===== src/rtl/dma_req_router_ch.sv =====
module dma_req_router_ch #(
  parameter int N_GEN    = 2,
  parameter int N_PERIPH = 3,
  parameter int N_SYNC   = 2,
  parameter int CNT_W    = 3,
  localparam int NSRC    = N_GEN + N_PERIPH + 1,
  localparam int SEL_W   = $clog2(NSRC),
  localparam int SYNC_W  = (N_SYNC > 1) ? $clog2(N_SYNC) : 1
) (
  input  logic                clk,
  input  logic                rst_n,
  input  logic [SEL_W-1:0]    cfg_sel,
  input  logic                cfg_sync_en,
  input  logic [SYNC_W-1:0]   cfg_sync_id,
  input  logic [1:0]          cfg_sync_pol,
  input  logic [CNT_W-1:0]    cfg_nbreq,
  input  logic                cfg_evt_en,
  input  logic [N_GEN-1:0]    gen_req,
  input  logic [N_PERIPH-1:0] periph_req,
  input  logic [N_SYNC-1:0]   sync_in,
  input  logic                dma_ack,
  output logic [N_GEN-1:0]    gen_ack,
  output logic [N_PERIPH-1:0] periph_ack,
  output logic                dma_req,
  output logic                evt_out,
  output logic                sync_ovr
);

  logic [NSRC-1:0]  src_vec, ack_vec;
  logic             sel_ok, sel_req, take;
  logic             sy1, sy2, sy3, sync_raw, sync_hit;
  logic             win_open;
  logic [CNT_W-1:0] cnt;

  assign sel_ok  = (cfg_sel != '0) && (32'(cfg_sel) < NSRC);
  assign src_vec = {periph_req, gen_req, 1'b0};
  assign sel_req = sel_ok && src_vec[cfg_sel];
  assign ack_vec = (dma_ack && sel_ok) ? (NSRC'(1) << cfg_sel) : '0;
  assign gen_ack    = ack_vec[N_GEN:1];
  assign periph_ack = ack_vec[NSRC-1:N_GEN+1];

  assign dma_req = sel_req && (!cfg_sync_en || win_open);
  assign take    = dma_req && dma_ack;

  assign sync_raw = (32'(cfg_sync_id) < N_SYNC) ? sync_in[cfg_sync_id] : 1'b0;
  assign sync_hit = (cfg_sync_pol[0] && sy2 && !sy3) ||
                    (cfg_sync_pol[1] && !sy2 && sy3);

  always_ff @(posedge clk) begin
    if (!rst_n) begin
      sy1      <= 1'b0;
      sy2      <= 1'b0;
      sy3      <= 1'b0;
      win_open <= 1'b0;
      cnt      <= cfg_nbreq;
      evt_out  <= 1'b0;
      sync_ovr <= 1'b0;
    end else begin
      sy1     <= sync_raw;
      sy2     <= sy1;
      sy3     <= sy2;
      evt_out <= take && (cnt == '0) && cfg_evt_en;
      if (take) begin
        if (cnt == '0) begin
          cnt <= cfg_nbreq;
          if (cfg_sync_en) win_open <= 1'b0;
        end else begin
          cnt <= cnt - 1'b1;
        end
      end
      if (cfg_sync_en && sync_hit) begin
        if (win_open) sync_ovr <= 1'b1;
        else begin
          win_open <= 1'b1;
          cnt      <= cfg_nbreq;
        end
      end
    end
  end

  a_r1_none_quiet: assert property (@(posedge clk) disable iff (!rst_n)
    (cfg_sel == '0) |-> (!dma_req && gen_ack == '0 && periph_ack == '0));
  a_r3_ack_onehot: assert property (@(posedge clk) disable iff (!rst_n)
    (dma_ack && dma_req) |-> ($countones({gen_ack, periph_ack}) == 1));
  a_r4_pol_never: assert property (@(posedge clk) disable iff (!rst_n)
    (cfg_sync_en && cfg_sync_pol == 2'b00 && !win_open) |=> !win_open);
  a_r5_close_on_ack: assert property (@(posedge clk) disable iff (!rst_n)
    (cfg_sync_en && win_open && !take) |=> win_open);
  a_r6_evt_after_ack: assert property (@(posedge clk) disable iff (!rst_n)
    evt_out |-> $past(take && cfg_evt_en));
  a_r8_ovr_sticky: assert property (@(posedge clk) disable iff (!rst_n)
    sync_ovr |=> sync_ovr);

endmodule


===== config.mk =====
export PLATFORM = sky130hd
export DESIGN_NAME = dma_req_router_ch
export DESIGN_NICKNAME = d
export VERILOG_FILES = /design/src/rtl/dma_req_router_ch.sv
export SDC_FILE = /design/constraint.sdc
export NUM_CORES = 1
export LEC_CHECK = 0
export BUFFER_PORTS_ARGS = -buffer_cell sky130_fd_sc_hd__buf_2
export CAP_MARGIN = 20
export CORE_AREA = 2 2 39 41
export DETAILED_ROUTE_END_ITERATION = 6
export DIE_AREA = 0 0 41 43
export PLACE_DENSITY_LB_ADDON = 0.15
export SLEW_MARGIN = 20
export SYNTH_ARGS = -nofsm -noshare
export SYNTH_HDL_FRONTEND = slang
export SYNTH_SLANG_ARGS = --single-unit

===== constraint.sdc =====
create_clock -name clk -period 2.6 [get_ports clk]
set_input_delay 0.26 -clock clk [delete_from_list [all_inputs] [get_ports clk]]
set_output_delay 0.26 -clock clk [all_outputs]
set_load 0.03 [all_outputs]

# After elaboration in Yosys (flattened, before gate mapping)
# Cells that the tools add are included.
[word_totals]
regBits = 9
inputBits = 21
out_inout_bits = 8
word_cells = 47
[op_classes]
n_addsub = 1
magnitude_cmp = 3
shift = 1
mux = 15
reduce_logical = 20
[ops]
columns = ["operator", "n"]
rows = [
  ["$mux W3", 5],
  ["$logic_and A1 B1 Y1", 12],
  ["$mux W1", 8],
  ["$mux W6", 1],
  ["$shl A1 B3 Y6 const A", 1],
  ["$lt A3 B4 Y1 const B", 1],
  ["$bmux W1 S3", 1],
  ["$logic_not A1 Y1", 3],
  ["$logic_not A3 Y1", 1],
  ["$lt A3 B3 Y1 const B", 1],
  ["$reduce_bool A3 Y1", 1],
  ["$sub A3 B1 Y3 const B", 1],
  ["$logic_or A1 B1 Y1", 2],
  ["$lt A1 B2 Y1 const B", 1],
  ["$reduce_and A2 Y1", 1],
]

# Depth between registers and ports, before layout
# Gate-level depths: netlist of run 1.
[logic_depth]
depth_word = 9
mapped_depth = 6
ltp_nobuf = 6

# Worst setup path after synthesis of run 1
# Ideal clock, no wire load.
[synth_timing]
kind = "input to register"
from = "in cfg_sel[0]"
to = "reg cnt[1]"
setup_time_ns = 0.117
t_arrival_ns = 1.686
required_time_ns = 2.483
slack_ns = 0.797
stages = 6
path_buffers = 1
cell_sequence = "buf_6 > mux2_4 > a221o_1 > o211ai_4 > mux2_2 > o22a_1"
[synth_between]
elab_chain_len = 9
word_cells_on_any_way = 12
classes_between = "order compare: 1; mux: 6; reduce/logical: 5"
[synth_rtl]
columns = ["element", "line", "text"]
rows = [
  ["start: declaration", "12", "input logic [SEL_W-1:0] cfg_sel,"],
  ["$bmux W1 S3, or another cell as far along", "37", "assign sel_req = sel_ok && src_vec[cfg_sel];"],
  ["$mux W1 (not written as such) / $logic_and A1 B1 Y1 (equally long branches)", "37, 35", ""],
  ["$logic_and A1 B1 Y1 *", "37", ""],
  ["$logic_and A1 B1 Y1 *", "42", "assign dma_req = sel_req && (!cfg_sync_en || win_open);"],
  ["$logic_and A1 B1 Y1 *", "43", "assign take = dma_req && dma_ack;"],
  ["$mux W3 *", "63", "if (take) begin"],
  ["$mux W3", "72", "if (win_open) sync_ovr <= 1'b1;"],
  ["$mux W3 *", "71", "if (cfg_sync_en && sync_hit) begin"],
  ["$mux W3 *", "50", "if (!rst_n) begin"],
  ["end signal: assignment", "55", "cnt <= cfg_nbreq;"],
  ["end signal: assignment", "65", "cnt <= cfg_nbreq;"],
  ["end signal: assignment", "75", "cnt <= cfg_nbreq;"],
  ["end: declaration", "33", "logic [CNT_W-1:0] cnt;"],
]
# Mark *: on every way between the ends. The rest lies on a longest branch, timed or not. The select of a mux whose other input is x is not followed.
# A chain may end at the register's enable or synchronous reset.

# Final worst setup path of run 1
[layout_timing]
from = "reg win_open"
to = "out dma_req"
[layout_between]
elab_chain_len = 2
[layout_rtl]
columns = ["element", "line", "text"]
rows = [
  ["start: declaration", "32", "logic win_open;"],
  ["start signal: assignment", "54", "win_open <= 1'b0;"],
  ["start signal: assignment", "66", "if (cfg_sync_en) win_open <= 1'b0;"],
  ["start signal: assignment", "74", "win_open <= 1'b1;"],
  ["$logic_or A1 B1 Y1", "42", ""],
  ["$logic_and A1 B1 Y1", "42", ""],
  ["end: declaration", "24", "output logic dma_req,"],
]
# No other way between the ends.

==> qor.csv, run 1 <==
metric,value,unit
WP data arrival,1.46,ns
Max stage delay on crit path,0.34,ns
TritonCTS sink count,9,
CP required,2.34,ns
CTS tree,built,
postcts setup bufs,0,
clock slew at reported path FFs,0.07,ns
# resized after CTS,0,
hold_buf cts,0,
die span in y,43,µm
adder-cell share of the synthesized area,0.0441,
max-slew violations,0,
Max-cap violations,0,
Final Non-Filler Cells,110,
register bit total from synthesis,9,
largest net degree at the start of global routing,9,
FMAX,0.581,GHz
Final min period,1.72,ns
Cell Count Post-Placement,106,
Remaining DRCs,0,
DRT antenna net count,0,
num ports,29,
synthesized instance count,63,
post-synthesis sequential area ratio,0.317,
WL per Instance,10.3,µm
Port Buffer Count,28,
crit-path cells,"and2b_1, nor3_2, o21a_1, buf_2",
Root Driver,clkbuf_4,
Leak,0.387,nW
Hold Path Origin,cfg_nbreq[1],
worst-case reg-to-reg path depth,5,
first-pass GRT wire length,1.81,mm
clock tree buffer depth,2,
CP Max Fanout,3,
WL final,1.14,mm
cts bufs inserted,3,
Final Hold Violating Endpoints,0,
hold_ws,0.207,ns
crit path from,win_open,
synth warn,0,
Die Area,1760,µm²
Die Wd,41,µm
Synth Area in Compound Gates,0.189,
syn avg cell area,9.02,µm²
simple-gate portion of the synthesized area,0.317,
starting density of the core,0.410,
area grow syn2layout,30.8,%
Critical-path top delay cell,dfxtp_1,
H-tree levels,1,
drt first pass iters,4,
worst slew pin tran,0.278,ns
CP Class,reg2out,
DR iter-0 viols,18,
worst skew pair latency,0.26,ns
syn nets,86,
Overall Global Routing Usage,0.154,
initial antenna violation count,0,
setup violators final,0,
Post-Synth XOR/XNOR Area,0,
cell row count,14,
combinational family with the most area after synthesis,simple AND/OR/NAND/NOR gates,
gr ovfl total,0,
status,finished clean,
vias,577,
vias per inst,5.25,
routability cong.,0.769,
n_diodes,0,
Clock Skews,0.00859,ns
Max transition margin,0.814,
Tcrit/Tclk final,0.662,
Fill cells,141,
fin nets,118,
share of layout cells above drive strength 1,0.383,
pwr/cell area,468,nW/µm²
Hold Path Depth,2,
RSZ-0062 raised after global routing,no,
vias in the first global route,484,
core area,1380,µm²
Reg-to-Reg Start,sy2,
post-route setup TNS,0,ns
post-synthesis mux area share,0.0991,
Post-Syn Area,568,µm²
type of the most critical hold path,in2reg,
nature of the critical path startpoint,register,
Max IR drop VDD,380,µV
crit end category,primary output,
Synth cell types,32,
dpl hpwl,953,µm
==> power by group <==
part / internal, W / total, W / switching [W] / leakage [nW]
Clock: 0.0000591 / 0.000108 / 0.0000494 / 0.0150
Combinational: 0.0000421 / 0.0000866 / 0.0000444 / 0.298
Sequential: 0.000147 / 0.000153 / 0.00000570 / 0.0742
Total: 0.000248 / 0.000348 / 0.0000995 / 0.387
==> cell usage after synthesis (all sizes together) <==
library cell,n,area [µm²]
ha,2,25.0
nor2b,4,25.0
a221o,1,10.0
nand3,1,5.00
nor4,1,6.26
o22a,1,8.76
buf,1,11.3
o21bai,1,7.51
a211o,1,8.76
nor2,5,18.8
nor3,2,15.0
o21ai,2,10.0
mux2,2,26.3
o21a,2,15.0
and3,2,12.5
a21oi,2,10.0
a31oi,1,6.26
and2,2,12.5
and2b,2,15.0
nor3b,1,7.51
nand2,6,22.5
inv,2,7.51
o211ai,1,21.3
dfxtp,9,180
and3b,3,27.5
mux2i,3,30.0
o311a,1,10.0
or3,1,6.26
nand2b,1,6.26
==> cell type report <==
type,instances,area [µm²],area share
timing repair buffer,28,140,0.189
clock buffer,4,26.3,0.0354
inverter,2,7.51,0.0101
sequential,9,180,0.242
multi-input combinational,51,369,0.497
tap,16,20.0,0.0269
==> cell usage in the layout, fill, tap and decap left out, types with 3 or more instances in the layout <==
cell      instances
mux2i_1           3
nand2_1           6
nor2_1            5
buf_2            28
clkbuf_4          3
nor2b_1           4
dfxtp_1           9
==> stage by stage <==
stage	util	worst slack [ns]	cell area, µm²	power (W)
final	0.537	0.879	743	0.000348
after global routing	0.537	0.769	743	0.000373
after CTS	0.537	0.856	743	0.000352
after detailed placement	0.518	0.664	717	0.000243
after global placement	0.518	0.695	717	0.000241
after floorplan	-	0.797	568	0.000213
==> per-layer routing <==
metal / vias to the layer above / share of wire / global-route usage
met5: - / 0 / 0
li1: 294 / - / -
met3: 4 / 0.11 / 0.0314
met1: 248 / 0.42 / 0.171
met4: 0 / 0.030 / 0.127
met2: 31 / 0.43 / 0.234
==> sequential cells by signal, indices dropped and copies added (netlist names) <==
signal,count
cnt,3
evt_out,1
sy1,1
sy2,1
sy3,1
sync_ovr,1
win_open,1
==> cell families after synthesis <==
family | after synthesis
DFF | 9
and+or+nand+nor | 31
adders and majority gates | 2
muxes | 5
buffers and inverters | 3
AOI/OAI and AO/OA | 13
==> worst max-delay path, delay by kind of cell (launching register included) <==
| kind | cells | cell delay [ns] |
|---|---|---|
| simple gates | 2 | 0.48 |
| flops | 1 | 0.34 |
| buf+inv | 1 | 0.20 |
| compound gates | 1 | 0.19 |
==> path summary, 6_finish.rpt <==
kind / endpoint / slack (ns)
setup / recovery: dma_req / 0.88
hold / removal: cnt[1] / 0.21
setup reg to reg: cnt[2] / 0.99
hold reg to reg: sy2 / 0.43
Note: power is estimated with default switching activity, not from simulation.
==> run 2, diff against run 1 <==
Settings changed: CORE_AREA 2 2 39 41 to unset, CORE_UTILIZATION set to 38, DIE_AREA 0 0 41 43 to unset.
Clock period 2.6 ns to 1.44 ns, I/O delays scaled along.
==> run 2 against run 1 <==
  * The flow now finishes with violations (negative setup slack)
  * Flip-flop and latch count is the same
  * Sequential share of layout area shrank 2.4 points
  * Total power up 93%
  * Clock skew is 0.0014 ns higher
  * Non-clock buffer count increased by 8
  * Global-route usage is 3.7 points higher
  * Combinational power is 120% higher
  * First-iteration DRC count is 61% lower
  * Sequential power grew 80%
  * Utilization rose by 7.9 points
  * Largest cell class unchanged
==> qor.csv, run 2 (same netlist as run 1, synthesis figures left out) <==
metric,value,unit,change
nature of the critical path startpoint,register,,unchanged
WL final,1.33,mm,was 1.14 mm
DR iter-0 viols,7,,was 18
Max-cap violations,0,,unchanged
Max IR drop VDD,638,µV,was 380 µV
H-tree levels,1,,unchanged
vias per inst,5.15,,was 5.25
vias in the first global route,484,,unchanged
routability cong.,0.707,,was 0.769
pwr/cell area,809,nW/µm²,was 468 nW/µm²
initial antenna violation count,0,,unchanged
CTS tree,built,,unchanged
Tcrit/Tclk final,1.09,,
failing checks,negative setup slack,,
Remaining DRCs,0,,unchanged
area grow syn2layout,46.5,%,was 30.8%
Max transition margin,0.817,,was 0.814
Die Wd,40.7,µm,was 41 µm
RSZ-0062 raised after global routing,yes,,was no
largest net degree at the start of global routing,9,,unchanged
max reg flops,3,,unchanged
Root Driver,clkbuf_4,,unchanged
worst slew pin tran,0.267,ns,was 0.278 ns
Die Area,1650,µm²,was 1760 µm²
Final Core Density,0.616,,was 0.537
cts bufs inserted,3,,unchanged
FMAX,0.638,GHz,
core area,1350,µm²,was 1380 µm²
max-slew violations,0,,unchanged
multi-input logic area,390,µm²,was 369 µm²
R2R setup slack,-0.13,ns,was 0.99 ns
pre-CTS setup slack,-0.189,ns,was 0.664 ns
WL per Instance,11.4,µm,was 10.3 µm
drt first pass iters,4,,unchanged
CP Max Fanout,5,,was 3
gr ovfl total,0,,unchanged
clock tree buffer depth,2,,unchanged
Overall Global Routing Usage,0.190,,was 0.154
fin nets,126,,was 118
CP required,1.59,ns,was 2.34 ns
vias,602,,was 577
CP Class,reg2reg,,was reg2out
hold_buf cts,0,,unchanged
DRT antenna net count,0,,unchanged
Leak,0.440,nW,was 0.387 nW
TritonCTS sink count,9,,unchanged
Fill cells,121,,was 141
Final min period,1.57,ns,
crit end category,register,,was primary output
clock slew at reported path FFs,0.08,ns,was 0.07 ns
setup violators final,4,,was 0
worst skew pair latency,0.27,ns,was 0.26 ns
FF+latch area,181,µm²,was 180 µm²
"commonest cells after routing, fill and taps aside","buf_2 (27), dfxtp_1 (8), buf_4 (8), nand2_1 (6), nor2b_1 (4)",,"was buf_2 (28), dfxtp_1 (9), nand2_1 (6), nor2_1 (5), nor2b_1 (4)"
first-pass GRT wire length,1.94,mm,was 1.81 mm
cell row count,13,,was 14
dpl hpwl,959,µm,was 953 µm
die span in y,40.7,µm,was 43 µm
type of the most critical hold path,in2reg,,unchanged
n_diodes,0,,unchanged
Final Hold Violating Endpoints,0,,unchanged
share of layout cells above drive strength 1,0.480,,was 0.383
"Most flops, register",cnt,,unchanged
WP data arrival,1.72,ns,was 1.46 ns
Clock Skews,0.0100,ns,was 0.00859 ns
Port Buffer Count,28,,unchanged
starting density of the core,0.421,,was 0.410
final worst slack,-0.127,ns,was 0.879 ns
"commonest non-fill, non-tap cell in the layout",buf_2,,unchanged
status,finished with violations,,was finished clean
num ports,29,,unchanged
==> run 2: path summary, 6_finish.rpt <==
| kind | from | end | depth (start not counted) |
|---|---|---|---|
| worst min register to register | sy1 | sy2 | 1 |
| worst max register to register | win_open | cnt[2] | 6 |
| worst min-delay path | cfg_nbreq[1] | cnt[1] | 2 |
| worst max-delay path | win_open | cnt[2] | 6 |
==> run 2: critical path, cell delays in order, from the launching register on <==
cell and delay, ns:
dfxtp_2 0.32, and2b_2 0.24, nor3_4 0.22, o211ai_4 0.10
buf_6 0.14, or3_1 0.30, o311a_1 0.13
==> run 2: repair_timing <==
action	in CTS	in global routing
resized for setup	4	3
pin swaps	2	0
endpoints found under the setup margin	6	6
buffers inserted	1	0
==> run 2: layout make-up <==
| class | instances | share of cell area |
|---|---|---|
| repair buffers | 36 | 0.248 |
| well taps | 15 | 0.0226 |
| multi-input cells | 51 | 0.469 |
| flip-flops and latches | 9 | 0.218 |
| clock inverters | 1 | 0.00602 |
| clock buffers | 3 | 0.0271 |
| inverters | 2 | 0.00902 |
==> run 2: stage by stage <==
step / setup TNS, ns / instances / power [W] / cell area [µm²] / hold slack, ns
after global placement: -0.595 / 112 / 0.000457 / 779 / 0.350
after floorplan: -0.240 / 63 / 0.000393 / 583 / 0.233
final: -0.275 / 117 / 0.000673 / 832 / 0.0679
after CTS: -0.300 / 117 / 0.000679 / 825 / 0.0600
after detailed placement: -0.639 / 112 / 0.000460 / 779 / 0.354
after global routing: -0.526 / 117 / 0.000715 / 832 / 0.0729
==> run 2: per-layer routing <==
metal | share of wire | track usage
met2 | 0.45 | 0.310
met4 | 0.0083 | 0.100
met1 | 0.44 | 0.208
met5 | 0 | 0
met3 | 0.094 | 0.0815
==> run 2: power breakdown <==
part	switching (W)	internal (W)	total [W]
combinational	0.0000915	0.0000964	0.000188
sequential	0.0000100	0.000266	0.000276
clock	0.000107	0.000103	0.000209
==> run 3, diff against run 2 <==
Settings changed: ABC_CLOCK_PERIOD_IN_PS set to 1440, CELL_PAD_IN_SITES_DETAIL_PLACEMENT set to 0, CELL_PAD_IN_SITES_GLOBAL_PLACEMENT set to 1, CORE_UTILIZATION 38 to 27.
==> run 3 against run 2 <==
  * The flow still finishes with violations (negative setup slack)
  * Fmax fell by 3.7%
  * Flip-flop and latch count stayed put
  * Critical endpoint is now dma_req
  * Clock power about the same
  * Sequential power barely moved
  * Register-to-register slack is essentially flat
  * Global-route usage shrank 5.8 points
  * Hold slack gained 0.019 ns
  * Cell count grew 12%
  * Die area rose by 39%
  * Sequential share of layout area shrank 1.0 points
  * Critical path type is now reg2out
==> qor.csv, run 3 (same netlist as run 1, synthesis figures left out) <==
metric,value,unit,change
cell row count,16,,was 13
DRT antenna net count,0,,unchanged
failing checks,negative setup slack,,unchanged
final worst slack,-0.188,ns,was -0.127 ns
area grow syn2layout,53.5,%,was 46.5%
hold_buf cts,0,,unchanged
starting density of the core,0.290,,was 0.421
Max stage delay on crit path,0.32,ns,about the same
combinational power share,0.287,,was 0.279
Cell Count Post-Placement,126,,was 112
die span in y,47.9,µm,was 40.7 µm
fin nets,128,,was 126
drt first pass iters,4,,unchanged
Clk pwr share,0.305,,was 0.311
crit-path cells,"and2b_2, nor3_4, buf_4, o21a_1, buf_6",,"was and2b_2, nor3_4, o211ai_4, buf_6, or3_1, o311a_1"
vias per inst,4.65,,was 5.15
Final Hold Violating Endpoints,0,,unchanged
"commonest cells after routing, fill and taps aside","buf_2 (27), buf_4 (9), dfxtp_1 (8), nand2_1 (6), nor2b_1 (4)",,"was buf_2 (27), dfxtp_1 (8), buf_4 (8), nand2_1 (6), nor2b_1 (4)"
internal power,0.000470,W,was 0.000465 W
Final Non-Filler Cells,131,,was 117
hold_ws,0.0864,ns,was 0.0679 ns
dpl hpwl,1.09,mm,was 959 µm
Critical-path top delay cell,dfxtp_2,,unchanged
FF-to-FF End,cnt[2],,unchanged
"commonest non-fill, non-tap cell in the layout",buf_2,,unchanged
WHS Endpoint,cnt[1],,unchanged
Max transition margin,0.830,,was 0.817
Port Buffer Count,28,,unchanged
CP Class,reg2out,,was reg2reg
initial antenna violation count,0,,unchanged
max reg flops,3,,unchanged
Clock Skews,0.00755,ns,was 0.0100 ns
Die Area,2290,µm²,was 1650 µm²
num ports,29,,unchanged
Tcrit/Tclk final,1.13,,was 1.09
R2R setup slack,-0.14,ns,was -0.13 ns
largest net degree at the start of global routing,9,,unchanged
RSZ-0062 raised after global routing,yes,,unchanged
core area,1960,µm²,was 1350 µm²
FMAX,0.614,GHz,was 0.638 GHz
buffer and inverter count on the worst path,2,,was 1
Switch Pwr,0.000210,W,was 0.000208 W
Root Driver,clkbuf_4,,unchanged
CP required,1.30,ns,was 1.59 ns
Remaining DRCs,0,,unchanged
first-pass GRT wire length,2.10,mm,was 1.94 mm
type of the most critical hold path,in2reg,,unchanged
WL per Instance,10.5,µm,was 11.4 µm
cts bufs inserted,3,,unchanged
crit end category,primary output,,was register
clock tree buffer depth,2,,unchanged
"Most flops, register",cnt,,unchanged
status,finished with violations,,unchanged
worst skew pair latency,0.27,ns,about the same
Max IR drop VDD,501,µV,was 638 µV
Hold Path Depth,2,,unchanged
WP data arrival,1.48,ns,was 1.72 ns
Leak,0.451,nW,was 0.440 nW
gr ovfl total,0,,unchanged
share of layout cells above drive strength 1,0.500,,was 0.480
Final min period,1.63,ns,was 1.57 ns
n_diodes,0,,unchanged
H-tree levels,1,,unchanged
CP Max Fanout,3,,was 5
worst-case reg-to-reg path depth,6,,unchanged
WL final,1.38,mm,was 1.33 mm
Crit path max-delay family,simple AND/OR/NAND/NOR gates,,unchanged
Die Wd,47.9,µm,was 40.7 µm
CTS tree,built,,unchanged
Hold Path Origin,cfg_nbreq[1],,unchanged
max-slew violations,0,,unchanged
Reg-to-Reg Start,win_open,,unchanged
Sequential Power Share,0.407,,was 0.410
nature of the critical path startpoint,register,,unchanged
worst slew pin tran,0.249,ns,was 0.267 ns
Max-cap violations,0,,unchanged
vias in the first global route,529,,was 484
vias,609,,was 602
TritonCTS sink count,9,,unchanged
Overall Global Routing Usage,0.133,,was 0.190
Switching Fraction,0.308,,was 0.309
DR iter-0 viols,7,,unchanged
routability cong.,0.644,,was 0.707
clock slew at reported path FFs,0.07,ns,was 0.08 ns
post-route setup TNS,-0.466,ns,was -0.275 ns
setup violators final,4,,unchanged
pwr/cell area,780,nW/µm²,was 809 nW/µm²
-- run 3: layout make-up --
class                      count  area [µm²]
timing repair buffer          38         225
sequential                     9         181
inverter                       2        7.51
tap                           27        33.8
clock inverter                 1        5.00
fill                         221        1090
multi-input combinational     51         397
clock buffer                   3        22.5
-- run 3: worst max-delay path by stage --
stage,startpoint,end,slack (ns),cells past startpoint
2_1_floorplan,cfg_sel[0],cnt[1],-0.19,6
3_3_place_gp,cfg_sel[0],cnt[1],-0.19,6
3_5_place_dp,cfg_sel[0],cnt[1],-0.22,6
4_1_cts,win_open,dma_req,-0.20,5
5_1_grt,win_open,dma_req,-0.26,5
6_report,win_open,dma_req,-0.19,5
-- run 3: power by group through the flow --
stage               clock (W)  combinational, W  sequential, W
detailed placement          0          0.000184       0.000281
global route         0.000216          0.000218       0.000279
floorplan                   0          0.000113       0.000279
finish               0.000208          0.000195       0.000277
global placement            0          0.000182       0.000281
CTS                  0.000207          0.000195       0.000277
-- run 3: layer usage --
metal | up-vias | GRT usage | wire length (µm)
met5 | - | 0 | 0
met4 | 0 | 0.0500 | 14
met3 | 4 | 0.0377 | 95
met2 | 23 | 0.224 | 650
met1 | 272 | 0.158 | 613
li1 | 310 | - | -
-- run 3: stage by stage --
| step | util | setup slack [ns] | power [W] | instance area (µm²) |
|---|---|---|---|---|
| after floorplan | - | -0.193 | 0.000393 | 583 |
| after global placement | 0.413 | -0.188 | 0.000464 | 810 |
| after CTS | 0.441 | -0.198 | 0.000678 | 865 |
| after detailed placement | 0.413 | -0.224 | 0.000466 | 810 |
| final | 0.445 | -0.188 | 0.000680 | 872 |
| after global routing | 0.445 | -0.262 | 0.000712 | 872 |
-- run 3: repair_timing --
| action | 4_1_cts | 5_1_grt |
|---|---|---|
| gates resized for setup | 6 | 2 |
| pin swaps | 3 | 0 |
| setup endpoints to repair | 6 | 6 |
| buffers inserted | 1 | 0 |
